[config.mk]
export PLATFORM = sky130hd
export DESIGN_NAME = lpr_reset_ctrl
export DESIGN_NICKNAME = d
export VERILOG_FILES = /design/src/rtl/lpr_pkg.sv /design/src/rtl/lpr_sync.sv /design/src/rtl/lpr_limits.sv /design/src/rtl/lpr_tick_timer.sv /design/src/rtl/lpr_fsm.sv /design/src/rtl/lpr_reset_ctrl.sv
export SDC_FILE = /design/constraint.sdc
export NUM_CORES = 1
export LEC_CHECK = 0
export ABC_AREA = 0
export BUFFER_PORTS_ARGS = -buffer_cell sky130_fd_sc_hd__clkbuf_2
export CAP_MARGIN = 20
export CORE_MARGIN = 1
export CORE_UTILIZATION = 35
export DETAILED_ROUTE_END_ITERATION = 16
export RECOVER_POWER = 25
export SETUP_SLACK_MARGIN = 0.05
export SYNTH_ARGS = -nofsm -noshare
export SYNTH_HDL_FRONTEND = slang
export SYNTH_SLANG_ARGS = --single-unit
[constraint.sdc]
create_clock -name clk -period 5.4 [get_ports clk]
set_input_delay 0 -clock clk [delete_from_list [all_inputs] [get_ports clk]]
set_output_delay 0 -clock clk [all_outputs]
set_load 0.05 [all_outputs]
[src/rtl/lpr_pkg.sv]
package lpr_pkg;

  typedef enum logic [2:0] {
    S_IDLE  = 3'd0,  // button released, nothing timed
    S_HOLD  = 3'd1,  // timing a continuous press
    S_RBTN  = 3'd2,  // reset follows the button
    S_PULSE = 3'd3,  // fixed-length reset
    S_WAIT  = 3'd4,  // waiting for button release
    S_TINI  = 3'd5,  // test entry delay
    S_TRST  = 3'd6   // test feedback while request held
  } lpr_state_e;

  typedef enum logic [1:0] {
    LIM_HOLD  = 2'd0,
    LIM_PULSE = 2'd1,
    LIM_ENTRY = 2'd2
  } lpr_lim_e;

endpackage

[src/rtl/lpr_sync.sv]
module lpr_sync #(
  parameter int              W       = 2,
  parameter int              STAGES  = 2,
  parameter logic [W-1:0]    RST_VAL = '1
) (
  input  logic         clk,
  input  logic         por_n,
  input  logic [W-1:0] d,
  output logic [W-1:0] q
);

  for (genvar i = 0; i < W; i++) begin : g_bit
    logic [STAGES-1:0] sh;
    always_ff @(posedge clk or negedge por_n) begin
      if (!por_n) sh <= {STAGES{RST_VAL[i]}};
      else        sh <= {sh[STAGES-2:0], d[i]};
    end
    assign q[i] = sh[STAGES-1];
  end

endmodule

[src/rtl/lpr_limits.sv]
module lpr_limits #(
  parameter int CODE_W         = 5,
  parameter int CNT_W          = 14,
  parameter int TICKS_PER_STEP = 500,
  parameter int MAX_STEPS      = 20,
  parameter int TEST_SHIFT     = 7,
  parameter int PULSE_SHORT    = 210,
  parameter int PULSE_LONG     = 360
) (
  input  logic [CODE_W-1:0] delay_code,
  input  logic              test_mode,
  input  logic              long_pulse,
  output logic [CNT_W-1:0]  hold_lim,
  output logic [CNT_W-1:0]  pulse_lim
);

  logic [CODE_W-1:0] code_c;
  logic [CNT_W-1:0]  norm_ticks;
  logic [CNT_W-1:0]  short_ticks;

  // clamp the step code into the supported range
  always_comb begin
    if (delay_code == '0)                         code_c = CODE_W'(1);
    else if (delay_code > CODE_W'(MAX_STEPS))     code_c = CODE_W'(MAX_STEPS);
    else                                          code_c = delay_code;
  end

  assign norm_ticks = CNT_W'(code_c) * CNT_W'(TICKS_PER_STEP);

  // shortened delay, never below one tick
  always_comb begin
    short_ticks = norm_ticks >> TEST_SHIFT;
    if (short_ticks == '0) short_ticks = CNT_W'(1);
  end

  assign hold_lim  = test_mode  ? short_ticks : norm_ticks;
  assign pulse_lim = long_pulse ? CNT_W'(PULSE_LONG) : CNT_W'(PULSE_SHORT);

endmodule

[src/rtl/lpr_tick_timer.sv]
module lpr_tick_timer #(
  parameter int CNT_W = 14
) (
  input  logic             clk,
  input  logic             por_n,
  input  logic             tick,
  input  logic             en,
  input  logic             clr,
  input  logic [CNT_W-1:0] lim,
  output logic             done
);

  logic [CNT_W-1:0] cnt;

  assign done = en && tick && (cnt == lim - CNT_W'(1));

  always_ff @(posedge clk or negedge por_n) begin
    if (!por_n)          cnt <= '0;
    else if (clr)        cnt <= '0;
    else if (en && tick) cnt <= done ? '0 : cnt + CNT_W'(1);
  end

  AST_LIM_NONZERO: assert property (@(posedge clk) disable iff (!por_n)
    en |-> (lim != '0));

  AST_CNT_BELOW_LIM: assert property (@(posedge clk) disable iff (!por_n)
    en |-> (cnt < lim));

endmodule

[src/rtl/lpr_fsm.sv]
module lpr_fsm
  import lpr_pkg::*;
(
  input  logic     clk,
  input  logic     por_n,
  input  logic     btn_act,
  input  logic     treq_s,
  input  logic     fixed_pulse,
  input  logic     tmr_done,
  output logic     tmr_en,
  output logic     tmr_clr,
  output lpr_lim_e lim_sel,
  output logic     test_mode,
  output logic     rst_act
);

  lpr_state_e state, nxt;
  logic       treq_q;
  logic       entry;

  // request history starts high, so a level present at release is no edge
  always_ff @(posedge clk or negedge por_n) begin
    if (!por_n) treq_q <= 1'b1;
    else        treq_q <= treq_s;
  end

  assign entry = treq_s && !treq_q && !test_mode;

  // sticky until power-on reset
  always_ff @(posedge clk or negedge por_n) begin
    if (!por_n)     test_mode <= 1'b0;
    else if (entry) test_mode <= 1'b1;
  end

  always_comb begin
    nxt = state;
    if (entry) begin
      nxt = S_TINI;
    end else begin
      unique case (state)
        S_IDLE:  if (btn_act) nxt = S_HOLD;
        S_HOLD: begin
          if (!btn_act)     nxt = S_IDLE;
          else if (tmr_done) nxt = fixed_pulse ? S_PULSE : S_RBTN;
        end
        S_RBTN:  if (!btn_act) nxt = S_IDLE;
        S_PULSE: if (tmr_done) nxt = S_WAIT;
        S_WAIT:  if (!btn_act) nxt = S_IDLE;
        S_TINI: begin
          if (tmr_done) begin
            if (fixed_pulse) nxt = S_PULSE;
            else             nxt = treq_s ? S_TRST : S_WAIT;
          end
        end
        S_TRST:  if (!treq_s) nxt = S_WAIT;
        default: nxt = S_IDLE;
      endcase
    end
  end

  always_ff @(posedge clk or negedge por_n) begin
    if (!por_n) state <= S_IDLE;
    else        state <= nxt;
  end

  assign tmr_clr = (nxt != state);
  assign tmr_en  = (state == S_HOLD) || (state == S_PULSE) || (state == S_TINI);

  always_comb begin
    unique case (state)
      S_PULSE: lim_sel = LIM_PULSE;
      S_TINI:  lim_sel = LIM_ENTRY;
      default: lim_sel = LIM_HOLD;
    endcase
  end

  assign rst_act = (state == S_RBTN) || (state == S_PULSE) || (state == S_TRST);

  AST_TEST_STICKY: assert property (@(posedge clk) disable iff (!por_n)
    test_mode |=> test_mode);

  AST_RISE_AFTER_TIMER: assert property (@(posedge clk) disable iff (!por_n)
    $rose(rst_act) |-> $past(tmr_done));

  AST_RELEASE_ENDS: assert property (@(posedge clk) disable iff (!por_n)
    (state == S_RBTN && !btn_act) |=> !rst_act);

  AST_PULSE_HOLDS: assert property (@(posedge clk) disable iff (!por_n)
    (state == S_PULSE && !tmr_done && !entry) |=> rst_act);

  AST_WAIT_NO_RESET: assert property (@(posedge clk) disable iff (!por_n)
    (state == S_WAIT) |=> !rst_act);

endmodule

[src/rtl/lpr_reset_ctrl.sv]
module lpr_reset_ctrl
  import lpr_pkg::*;
#(
  parameter int   CODE_W         = 5,
  parameter int   TICKS_PER_STEP = 500,
  parameter int   MAX_STEPS      = 20,
  parameter int   TEST_SHIFT     = 7,
  parameter int   ENTRY_TICKS    = 42,
  parameter int   PULSE_SHORT    = 210,
  parameter int   PULSE_LONG     = 360,
  parameter int   SYNC_STAGES    = 2,
  parameter logic RST_ACTIVE_LOW = 1'b1
) (
  input  logic              clk,
  input  logic              por_n,
  input  logic              tick_ms,
  input  logic              btn_n,
  input  logic              test_req,
  input  logic [CODE_W-1:0] delay_code,
  input  logic              fixed_pulse,
  input  logic              long_pulse,
  output logic              rst_out
);

  localparam int MAX_TICKS = MAX_STEPS * TICKS_PER_STEP;
  localparam int CNT_W     = $clog2(MAX_TICKS + 1);

  logic [1:0]       sync_q;
  logic             btn_act;
  logic             treq_s;
  logic             tmr_en, tmr_clr, tmr_done;
  lpr_lim_e         lim_sel;
  logic             test_mode;
  logic             rst_act;
  logic [CNT_W-1:0] hold_lim, pulse_lim, cur_lim;

  // both inputs idle high through reset: button released, request "seen"
  lpr_sync #(.W(2), .STAGES(SYNC_STAGES), .RST_VAL(2'b11)) u_sync (
    .clk   (clk),
    .por_n (por_n),
    .d     ({test_req, btn_n}),
    .q     (sync_q)
  );

  assign btn_act = !sync_q[0];
  assign treq_s  = sync_q[1];

  lpr_limits #(
    .CODE_W(CODE_W), .CNT_W(CNT_W), .TICKS_PER_STEP(TICKS_PER_STEP),
    .MAX_STEPS(MAX_STEPS), .TEST_SHIFT(TEST_SHIFT),
    .PULSE_SHORT(PULSE_SHORT), .PULSE_LONG(PULSE_LONG)
  ) u_limits (
    .delay_code (delay_code),
    .test_mode  (test_mode),
    .long_pulse (long_pulse),
    .hold_lim   (hold_lim),
    .pulse_lim  (pulse_lim)
  );

  always_comb begin
    unique case (lim_sel)
      LIM_PULSE: cur_lim = pulse_lim;
      LIM_ENTRY: cur_lim = CNT_W'(ENTRY_TICKS);
      default:   cur_lim = hold_lim;
    endcase
  end

  lpr_tick_timer #(.CNT_W(CNT_W)) u_timer (
    .clk   (clk),
    .por_n (por_n),
    .tick  (tick_ms),
    .en    (tmr_en),
    .clr   (tmr_clr),
    .lim   (cur_lim),
    .done  (tmr_done)
  );

  lpr_fsm u_fsm (
    .clk         (clk),
    .por_n       (por_n),
    .btn_act     (btn_act),
    .treq_s      (treq_s),
    .fixed_pulse (fixed_pulse),
    .tmr_done    (tmr_done),
    .tmr_en      (tmr_en),
    .tmr_clr     (tmr_clr),
    .lim_sel     (lim_sel),
    .test_mode   (test_mode),
    .rst_act     (rst_act)
  );

  // output polarity
  if (RST_ACTIVE_LOW) begin : g_low
    assign rst_out = !rst_act;
  end else begin : g_high
    assign rst_out = rst_act;
  end

endmodule

# Word level (Yosys, flattened, before mapping)
# Cells that the tools add are included.
# classes
addsub	2
mul	1
div	0
n_lt_le_gt_ge	1
n_eq_ne	10
n_shift	0
muxes	22
bitwise	0
n_reduce_logical	16
# ops
op	count
$mux 14	4
$pmux 14 s2	1
$mux 3	9
$pmux 3 s6	1
$add 14x1->14 const B	1
$eq 14x14->1	1
$logic_not 14->1	1
$sub 14x1->14 const B	1
$mul 5x7->12 const B	1
$mux 5	2
$eq 3x3->1 const B	3
$mux 9	1
$mux 7	1
$eq 3x2->1 const B	2
$gt 5x5->1 const B	1
$logic_not 5->1	1
$logic_and 1x1->1	4
$logic_or 1x1->1	4
$pmux 2 s2	1
$eq 3x1->1 const B	1
$logic_not 1->1	3
$logic_not 3->1	1
$ne 3x3->1	1
$eq 2x1->1 const B	1
other kinds (5)	5
# totals
register_bits	23
latchBits	0
mem_bits_rw	0
rom_bits	0
out_inout_bits	1
memories	0

# Logic depth before layout (Yosys ltp)
# Gate-level depths: netlist of the first run.
# logic_depth
depth_word	17
mapped_depth	24
depth_no_buf	22

# Hierarchy
# Synthesis of the first run repeated with hierarchy kept, for this count alone.
# hier_totals
hier_cells	394
hier_area_um2	3180.6
# by_module_without_submodules
mod	n_inst	cells_per_inst	area_per_inst_um2	seq_area_each_um2
lpr_tick_timer	1	170	1406.3	350.3
lpr_limits	1	136	1028.5	0.0
lpr_fsm	1	50	414.1	126.4
lpr_reset_ctrl	1	32	211.5	0.0
lpr_sync	1	6	120.1	105.1

# Worst setup path before layout of the first run
# Ideal clock, no wire load.
# synth_timing
path_type	in2reg
from	in delay_code[3]
to	reg u_timer.cnt[7]
arrival_ns	5.645
required_ns	5.281
setup_slack_ns	-0.364
stages	23
cell_sequence	nor2b_1 fa_1 fa_1 inv_1 fa_1 inv_1 ha_1 clkbuf_1 o211a_1 a211oi_1 o211ai_1 nand3_1 nor2b_1 o21ai_0 ha_1 nand2_1 nor4bb_1 mux2_2 o211ai_1 nor4b_4 or2_2 buf_6 nor2_1
# synth_via
elab_chain_cells	17
elab_cells_between_ends	23
classes_between	add/sub (1); mul (1); order compare (1); eq/ne (2); mux (14); reduce/logical (4)
# synth_lines
item	line_no	text
from (decl)	lpr_reset_ctrl.sv:19	input logic [CODE_W-1:0] delay_code,
$gt 5x5->1	lpr_limits.sv:24	else if (delay_code > CODE_W'(MAX_STEPS)) code_c = CODE_W'(MAX_STEPS);
$mux 5	lpr_limits.sv:24	
$mux 5 (*)	lpr_limits.sv:23	if (delay_code == '0) code_c = CODE_W'(1);
$mul 5x7->12 (*)	lpr_limits.sv:28	assign norm_ticks = CNT_W'(code_c) * CNT_W'(TICKS_PER_STEP);
$logic_not 14->1	lpr_limits.sv:33	if (short_ticks == '0) short_ticks = CNT_W'(1);
$mux 7	lpr_limits.sv:33	
$mux 14 (*)	lpr_limits.sv:36	assign hold_lim = test_mode ? short_ticks : norm_ticks;
$pmux 14 s2 (*)	lpr_reset_ctrl.sv:61	unique case (lim_sel)
$sub 14x1->14 (*)	lpr_tick_timer.sv:15	assign done = en && tick && (cnt == lim - CNT_W'(1));
$eq 14x14->1 (*)	lpr_tick_timer.sv:15	
$logic_and 1x1->1 (*)	lpr_tick_timer.sv:15	
$mux 3	lpr_fsm.sv:44	else if (tmr_done) nxt = fixed_pulse ? S_PULSE : S_RBTN;
$mux 3	lpr_fsm.sv:43	if (!btn_act) nxt = S_IDLE;
$pmux 3 s6	lpr_fsm.sv:40	unique case (state)
$mux 3	lpr_fsm.sv:37	if (entry) begin
$ne 3x3->1	lpr_fsm.sv:66	assign tmr_clr = (nxt != state);
$mux 14 or $reduce_bool 2->1 (tied branches)	-	
to (signal assigned)	lpr_tick_timer.sv:20	else if (en && tick) cnt <= done ? '0 : cnt + CNT_W'(1);
to (decl)	lpr_tick_timer.sv:13	logic [CNT_W-1:0] cnt;
# Mark *: on every way between the ends. The rest lies on a longest branch, timed or not. The select of a mux whose other input is x is not followed.
# A chain may end at the register's enable or synchronous reset.

# Worst setup path after layout of the first run
# layout_timing
from	in delay_code[4]
to	reg u_fsm.state[2]
# layout_via
elab_chain_cells	15
elab_cells_between_ends	18
classes_between	add/sub (1); mul (1); order compare (1); eq/ne (1); mux (11); reduce/logical (3)
# layout_lines
item	line_no	text
$gt 5x5->1	lpr_limits.sv:24	
$mux 5	lpr_limits.sv:24	
$mux 5 (*)	lpr_limits.sv:23	
$mul 5x7->12 (*)	lpr_limits.sv:28	
$logic_not 14->1	lpr_limits.sv:33	
$mux 7	lpr_limits.sv:33	
$mux 14 (*)	lpr_limits.sv:36	
$pmux 14 s2 (*)	lpr_reset_ctrl.sv:61	
$sub 14x1->14 (*)	lpr_tick_timer.sv:15	
$eq 14x14->1 (*)	lpr_tick_timer.sv:15	
$logic_and 1x1->1 (*)	lpr_tick_timer.sv:15	
$mux 3	lpr_fsm.sv:44	
$mux 3	lpr_fsm.sv:43	
$pmux 3 s6 (*)	lpr_fsm.sv:40	
$mux 3 (*)	lpr_fsm.sv:37	
via u_fsm.nxt[2]	lpr_fsm.sv:17	lpr_state_e state, nxt;
to (signal assigned)	lpr_fsm.sv:63	else state <= nxt;
to (decl)	lpr_fsm.sv:17	
# The timed path passes the listed nets; every way through them passes the cells marked *.

==> metrics.md, run 1 <==
| Metric | Value |
|---|---|
| Run status | finished, final reports clean |
| CP Capture Point | u_fsm.state[2]$_DFF_PN0_ |
| Total wire length | 7320 um |
| Net count, final | 478 |
| Core Rows | 33 |
| Placed Area | 3570 sq um |
| Largest area contributor in the netlist | dfrtp_1 |
| Synth top area share | 0.152 |
| Die area | 8840 sq um |
| Starting density of the core | 0.361 |
| Die X | 94.0 um |
| Clock skew | 0.00153 ns |
| Largest fanout on the critical path | 4 |
| Most frequent cell after synthesis | inv_1 |
| I/O pins | 13 |
| Core ar. | 8220 sq um |
| Share of layout cells above drive strength 1 | 0.282 |
| Met2 Track Usage GR | 0.319 |
| H-Tree Depth | 1 |
| Placer Congestion | 0.871 |
| Starting DRT DRC Count | 86 |
| Via count | 2789 |
| Ant. Diodes | 0 |
| Post-synth top flop | dfrtp_1 |
| Hold Slack | 0.0677 ns |
| YS warnings | 0 |
| CP arrival | 5.27 ns |
| Post-DRT Antenna Nets | 0 |
| Sink Count | 23 |
| Max Clock Freq | 195 MHz |
| Final hold viol count | 0 |
| Yosys cell types | 62 |
| Final non-filler cell area | 3800 sq um |
| FILL cells | 800 |
| Synth area leaders | dfrtp_1, ha_1, fa_1, xor2_1, dfstp_2 |
| CTS tree | built |
| Finish-stage setup viols | 0 |
| #FFs+latches synth | 23 |
| Remaining DRCs | 0 |
| Via density | 5.22 |
| Pwr Density | 341 nW/um^2 |
| Busiest grt layer | met2 |
| Leakage | 0.00179 uW |
| Max-slew headroom | 0.211 |
| Crit. End Element | flop |
| Worst-Margin Slew | 1.18 ns |
| Maxcap violations | 0 |
| Worst hold path type | input pin to flop |
| Max VDD drop | 188 uV |
| RR Startpoint | u_fsm.state[0]$_DFF_PN0_ |
| Worst R2R Setup Slack | 0.75 ns |
| RSZ-0062 raised after global routing | no |
| Vias in the first global route | 2746 |
| Largest net degree at the start of global routing | 24 |
| Hold path depth | 3 |
| Net count after synthesis | 409 |
| Final period util | 0.949 |
| Mapped cell area | 2960 sq um |
| WS Path Type | input pin to flop |
| Max Slew Vio Count | 0 |
| # port buffers | 12 |
| CTS clk-pin slew, worst paths | 0.08 ns |
| CTS Buffer Depth | 2 |
| Area delta synth->final | 28.2% |
| WL/cell | 13.7 um |
| DPL Wire Length | 6000 um |
| Met3 usage | 0.00971 |
| CP Launch Type | input pin |
| Antenna violations before repair | 0 |
| Die H | 94.0 um |
| Final core utilization | 0.463 |
| Global-route wire length before repair | 12400 um |
| CP Data Required Time | 5.55 ns |
| Global route overflow | 0 |
| M1 GR Usage | 0.225 |
| Root Driver | clkbuf_8 |
| First-pass DRT Iterations | 5 |
| Clk Latency, worst-skew pair | 0.26 ns |
| End of the worst register-to-register path | u_fsm.state[2]$_DFF_PN0_ |
| Tmin final | 5.13 ns |
| Syn_area_per_cell | 8.21 sq um |
| Register-to-Register Path Depth | 17 |
| CTS Buf Count | 3 |
| Cells after Synth | 361 |
| Sequential fraction of the synthesis area | 0.196 |
| Tot GR Track Use | 0.175 |
| Critical path startpoint | delay_code[4] |
| Synth cell count leaders | inv_1, nor2_1, nand2_1, ha_1, xor2_1 |
| Power, Total | 1300 uW |
| Async SR Flop Fraction | 1.00 |
| Post-synth EDFFs | 0 |
report_power, final:
part           internal, uW  switching (uW)
sequential              181            14.4
combinational           512             486
clock                  52.5            51.3
total                   745             552
layout make-up:
type,count,area (sq um),area share
tap,105,131,0.0346
clock buffer,4,45.0,0.0118
inverter,34,128,0.0336
timing repair buffer,78,562,0.148
sequential,23,582,0.153
multi-input combinational,290,2350,0.619
repair_timing:
action | 4_1_cts | 5_1_grt
setup endpoints to repair | 0 | 17
gates resized for setup | 0 | 28
endpoints found under the hold margin | 20 | 0
buffers inserted | 0 | 4
hold buffers | 3 | 0
worst min-delay path by stage:
stage / slack [ns] / endpoint / start
floorplan: -0.30 / u_fsm.state[0]$_DFF_PN0_ / por_n
global placement: 0.02 / u_fsm.test_mode$_DFFE_PN0P_ / por_n
detailed placement: 0.02 / u_fsm.test_mode$_DFFE_PN0P_ / por_n
CTS: 0.05 / u_fsm.state[2]$_DFF_PN0_ / fixed_pulse
global route: 0.07 / u_fsm.state[2]$_DFF_PN0_ / fixed_pulse
finish: 0.07 / u_fsm.state[2]$_DFF_PN0_ / fixed_pulse
per-layer routing:
layer  wire length [um]  part of all wire
met5                  0                 0
met4                106             0.014
met3                172             0.023
met2               3690              0.50
met1               3350              0.46
state kept, by name, summed over array words and instances, names as in the netlist:
signal,count
u_fsm.state,3
u_fsm.treq_q,1
u_fsm.test_mode,1
u_sync.g_bit.sh,4
u_timer.cnt,14
layout by cell type (no fill, tap or decap), drive strengths merged, types with 3 or more instances in the layout:
cell         instances
a211o                5
a211oi               5
a21o                 6
a21oi               19
a31oi                8
and2                 3
and3                 8
buf                 63
clkbuf              16
dfrtp               18
dfstp                5
dlygate4sd3          3
fa                  10
ha                  26
inv                 34
mux2i                4
nand2               30
nand2b               8
nand3                9
nand4                5
nor2                33
nor2b                7
nor3                12
nor3b                3
o211ai               5
o21ai               12
xnor2               14
xor2                22
kinds of logic (layout without fill, tap and decap cells):
kind of cell               Yosys count  count (layout)  share of synthesized area
DFF                                 23              23                      0.196
AOI/OAI and AO/OA                   80              80                      0.198
and+or+nand+nor                    132             132                      0.234
adders and majority gates           36              36                      0.177
muxes                                6               6                     0.0211
xor gates and xnor gates            36              36                      0.106
buffers and inverters               48             116                     0.0667
per-stage QoR:
| stage | TNS (ns) | std cells | setup WS, ns |
|---|---|---|---|
| floorplan | 0 | 361 | 0.0526 |
| detailed placement | -2.17 | 523 | -0.178 |
| global placement | -1.17 | 523 | -0.106 |
| global route | 0 | 534 | 0.0164 |
| finish | 0 | 534 | 0.273 |
| CTS | 0 | 530 | 0.0815 |
worst max-delay path, cell delays in order:
cell,delay [ns]
clkbuf_2,0.13
a21oi_2,0.16
inv_2,0.07
fa_2,0.48
fa_1,0.49
inv_1,0.05
fa_1,0.50
inv_1,0.06
ha_4,0.17
buf_4,0.15
nor2_4,0.13
a21oi_2,0.07
mux2i_2,0.17
a2111oi_2,0.31
nor2b_2,0.22
o21ai_2,0.07
ha_2,0.19
buf_4,0.14
xnor2_2,0.12
xnor2_1,0.14
nand4_1,0.10
or4_4,0.56
nor4b_4,0.26
buf_4,0.18
nand2_1,0.05
a221o_1,0.28
(Power assumes the default switching activity.)
==> run 2: changes to the inputs <==
--- a/config.mk
+++ b/config.mk
@@ -11,6 +11,7 @@
 export CORE_MARGIN = 1
 export CORE_UTILIZATION = 35
 export DETAILED_ROUTE_END_ITERATION = 16
+export PLACE_DENSITY = 0.5
 export RECOVER_POWER = 25
 export SETUP_SLACK_MARGIN = 0.05
 export SYNTH_ARGS = -nofsm -noshare
==> constraint.sdc (replaced) <==
create_clock -name clk -period 5.4 [get_ports clk]
set_input_delay 0 -clock clk [delete_from_list [all_inputs] [get_ports clk]]
set_output_delay 0 -clock clk [all_outputs]
set_load 0.1 [all_outputs]
==> metrics.md, run 2 (same netlist as run 1, synthesis figures left out) <==
| Metric | Value |
|---|---|
| Global route overflow | 0 |
| Vias in the first global route | 2778 |
| Worst hold path type | input pin to flop |
| WL/cell | 14.6 um |
| Antenna violations before repair | 0 |
| DPL Wire Length | 6350 um |
| Leakage | 0.00179 uW |
| Die H | 94.0 um |
| CTS clk-pin slew, worst paths | 0.09 ns |
| CP dominant cell by count | ha_1 |
| CP Data Required Time | 5.56 ns |
| Core ar. | 8220 sq um |
| Max VDD drop | 184 uV |
| Register-to-Register Path Depth | 18 |
| Largest fanout on the critical path | 5 |
| Total wire length | 7780 um |
| Starting DRT DRC Count | 144 |
| End of the worst register-to-register path | u_fsm.state[2]$_DFF_PN0_ |
| Final core utilization | 0.459 |
| Root Driver | clkbuf_8 |
| Hold endpoint | u_fsm.state[2]$_DFF_PN0_ |
| Tot GR Track Use | 0.188 |
| Hold path depth | 3 |
| Slowest CP cell | or4_4 |
| First-pass DRT Iterations | 5 |
| Most frequent cells in the layout | buf_4, inv_1, nor2_1, nand2_1, ha_1 |
| H-Tree Depth | 1 |
| Run status | finished, final reports clean |
| Min-delay src | fixed_pulse |
| Starting density of the core | 0.361 |
| Maxcap violations | 0 |
| RR Startpoint | u_fsm.state[0]$_DFF_PN0_ |
| Area delta synth->final | 27.3% |
| Die area | 8840 sq um |
| CP arrival | 5.28 ns |
| Pwr Density | 344 nW/um^2 |
| WS Path Type | input pin to flop |
| Largest net degree at the start of global routing | 24 |
| Net count, final | 478 |
| Global-route wire length before repair | 13100 um |
| Clock skew | 0.00748 ns |
| Worst-Margin Slew | 1.22 ns |
| Tmin final | 5.13 ns |
| Share of layout cells above drive strength 1 | 0.270 |
| CTS Buf Count | 3 |
| Clk Latency, worst-skew pair | 0.27 ns |
| RSZ-0062 raised after global routing | yes |
| Finish-stage setup viols | 0 |
| Largest register by flop count | u_timer.cnt |
| CP Launch Type | input pin |
| Most common cell after layout, fill and taps aside | buf_4 |
| Crit. End Element | flop |
| Ant. Diodes | 0 |
| Max Clock Freq | 195 MHz |
| Placer Congestion | 0.827 |
| # port buffers | 12 |
| Max Slew Vio Count | 0 |
| Via count | 2755 |
| CTS Buffer Depth | 2 |
| Via density | 5.16 |
| Slowest Stage Delay on Critical Path | 0.56 ns |
| Die X | 94.0 um |
| Final hold viol count | 0 |
| Max FFs per register | 14 |
| CP Buf/Inv Count | 6 |
| Largest registers | u_timer.cnt (14), u_sync.g_bit.sh (4), u_fsm.state (3) |
| Remaining DRCs | 0 |
| Core Rows | 33 |
| Crit-path cells | clkbuf_2, a21oi_4, inv_2, buf_4, ha_1, ha_1, inv_1, fa_2, inv_1, ha_1, a211o_4, a21oi_4, xnor2_2, a2111oi_4, or4b_4, a2111oi_4, a31oi_1, or4_4, nor4b_4, buf_4, nand2_1, a221o_1 |
| Post-DRT Antenna Nets | 0 |
| Max-slew headroom | 0.186 |
| Worst R2R Setup Slack | 0.68 ns |
| Sink Count | 23 |
| CTS tree | built |
| Setup TNS | 0 ns |
| Family with the most delay on the worst path | compound AO/OA/AOI/OAI gates |
| I/O pins | 13 |
| Final period util | 0.950 |
| Placed insts | 522 |
| Non-Filler Instances | 534 |
run 2: changes by cell type in the layout (fill, tap and decap cells not counted), sizes merged:
cell | before | now
clkinv | 0 | 1
clkbuf | 16 | 15
run 2: through the flow:
| stage | power, uW | hold slack [ns] | cell area (sq um) | setup WS (ns) |
|---|---|---|---|---|
| after floorplan | 775 | -0.296 | 3010 | 0.0526 |
| after global placement | 1100 | 0.0318 | 3560 | -0.217 |
| after detailed placement | 1110 | 0.0286 | 3560 | -0.244 |
| after CTS | 1230 | 0.0746 | 3650 | 0.0988 |
| after global routing | 1410 | 0.0877 | 3770 | -0.0242 |
| final | 1300 | 0.0839 | 3770 | 0.271 |
run 2: report_power, final:
part	total, uW	internal (uW)	switching, uW
Sequential	195	181	14.0
Clock	107	51.5	55.8
Combinational	997	500	496
run 2: worst reg2reg max path, cell delays in order, from the launching register on:
cell and delay (ns):
dfrtp_1 0.55, nand2_1 0.12, nor2_1 0.26, inv_1 0.08
ha_1 0.58, nor2b_1 0.19, buf_4 0.19, o2111a_1 0.20
nor3_1 0.05, nor3_1 0.38, buf_4 0.19, nand2_1 0.08
a2111oi_4 0.34, a31oi_1 0.08, or4_4 0.56, nor4b_4 0.22
buf_4 0.18, nand2_1 0.07, a221o_1 0.30
run 2: repair_timing:
item | 4_1_cts | 5_1_grt
pin swaps | 1 | 7
setup buffers | 1 | 4
gates cloned | 0 | 0
gates resized for setup | 0 | 18
endpoints found under the hold margin | 20 | 0
hold buffers | 3 | 0
setup endpoints to repair | 16 | 17
run 2: final cells by class:
class / instances / area (sq um)
fillers: 849 / 4440
multi-input cells: 290 / 2320
flip-flops and latches: 23 / 582
repair buffers: 78 / 562
well taps: 105 / 131
inverters: 34 / 128
clock buffers: 3 / 41.3
clock inverters: 1 / 5.00
run 2: worst max path at each step:
stage,startpoint,endpoint,depth (start not counted)
6_report,delay_code[4],u_fsm.state[2]$_DFF_PN0_,22
5_1_grt,delay_code[4],u_fsm.state[2]$_DFF_PN0_,22
4_1_cts,delay_code[4],u_fsm.state[2]$_DFF_PN0_,26
3_5_place_dp,delay_code[4],u_fsm.state[2]$_DFF_PN0_,21
3_3_place_gp,delay_code[4],u_timer.cnt[1]$_DFFE_PN0P_,21
2_1_floorplan,delay_code[4],u_fsm.state[2]$_DFF_PN0_,20
run 2: per-layer routing:
metal	track usage	up-vias	wire length, um
li1	-	1399	-
met1	0.238	1285	3490
met2	0.345	60	3930
met3	0.0113	11	241
met4	0.0487	0	119
met5	0	-	0
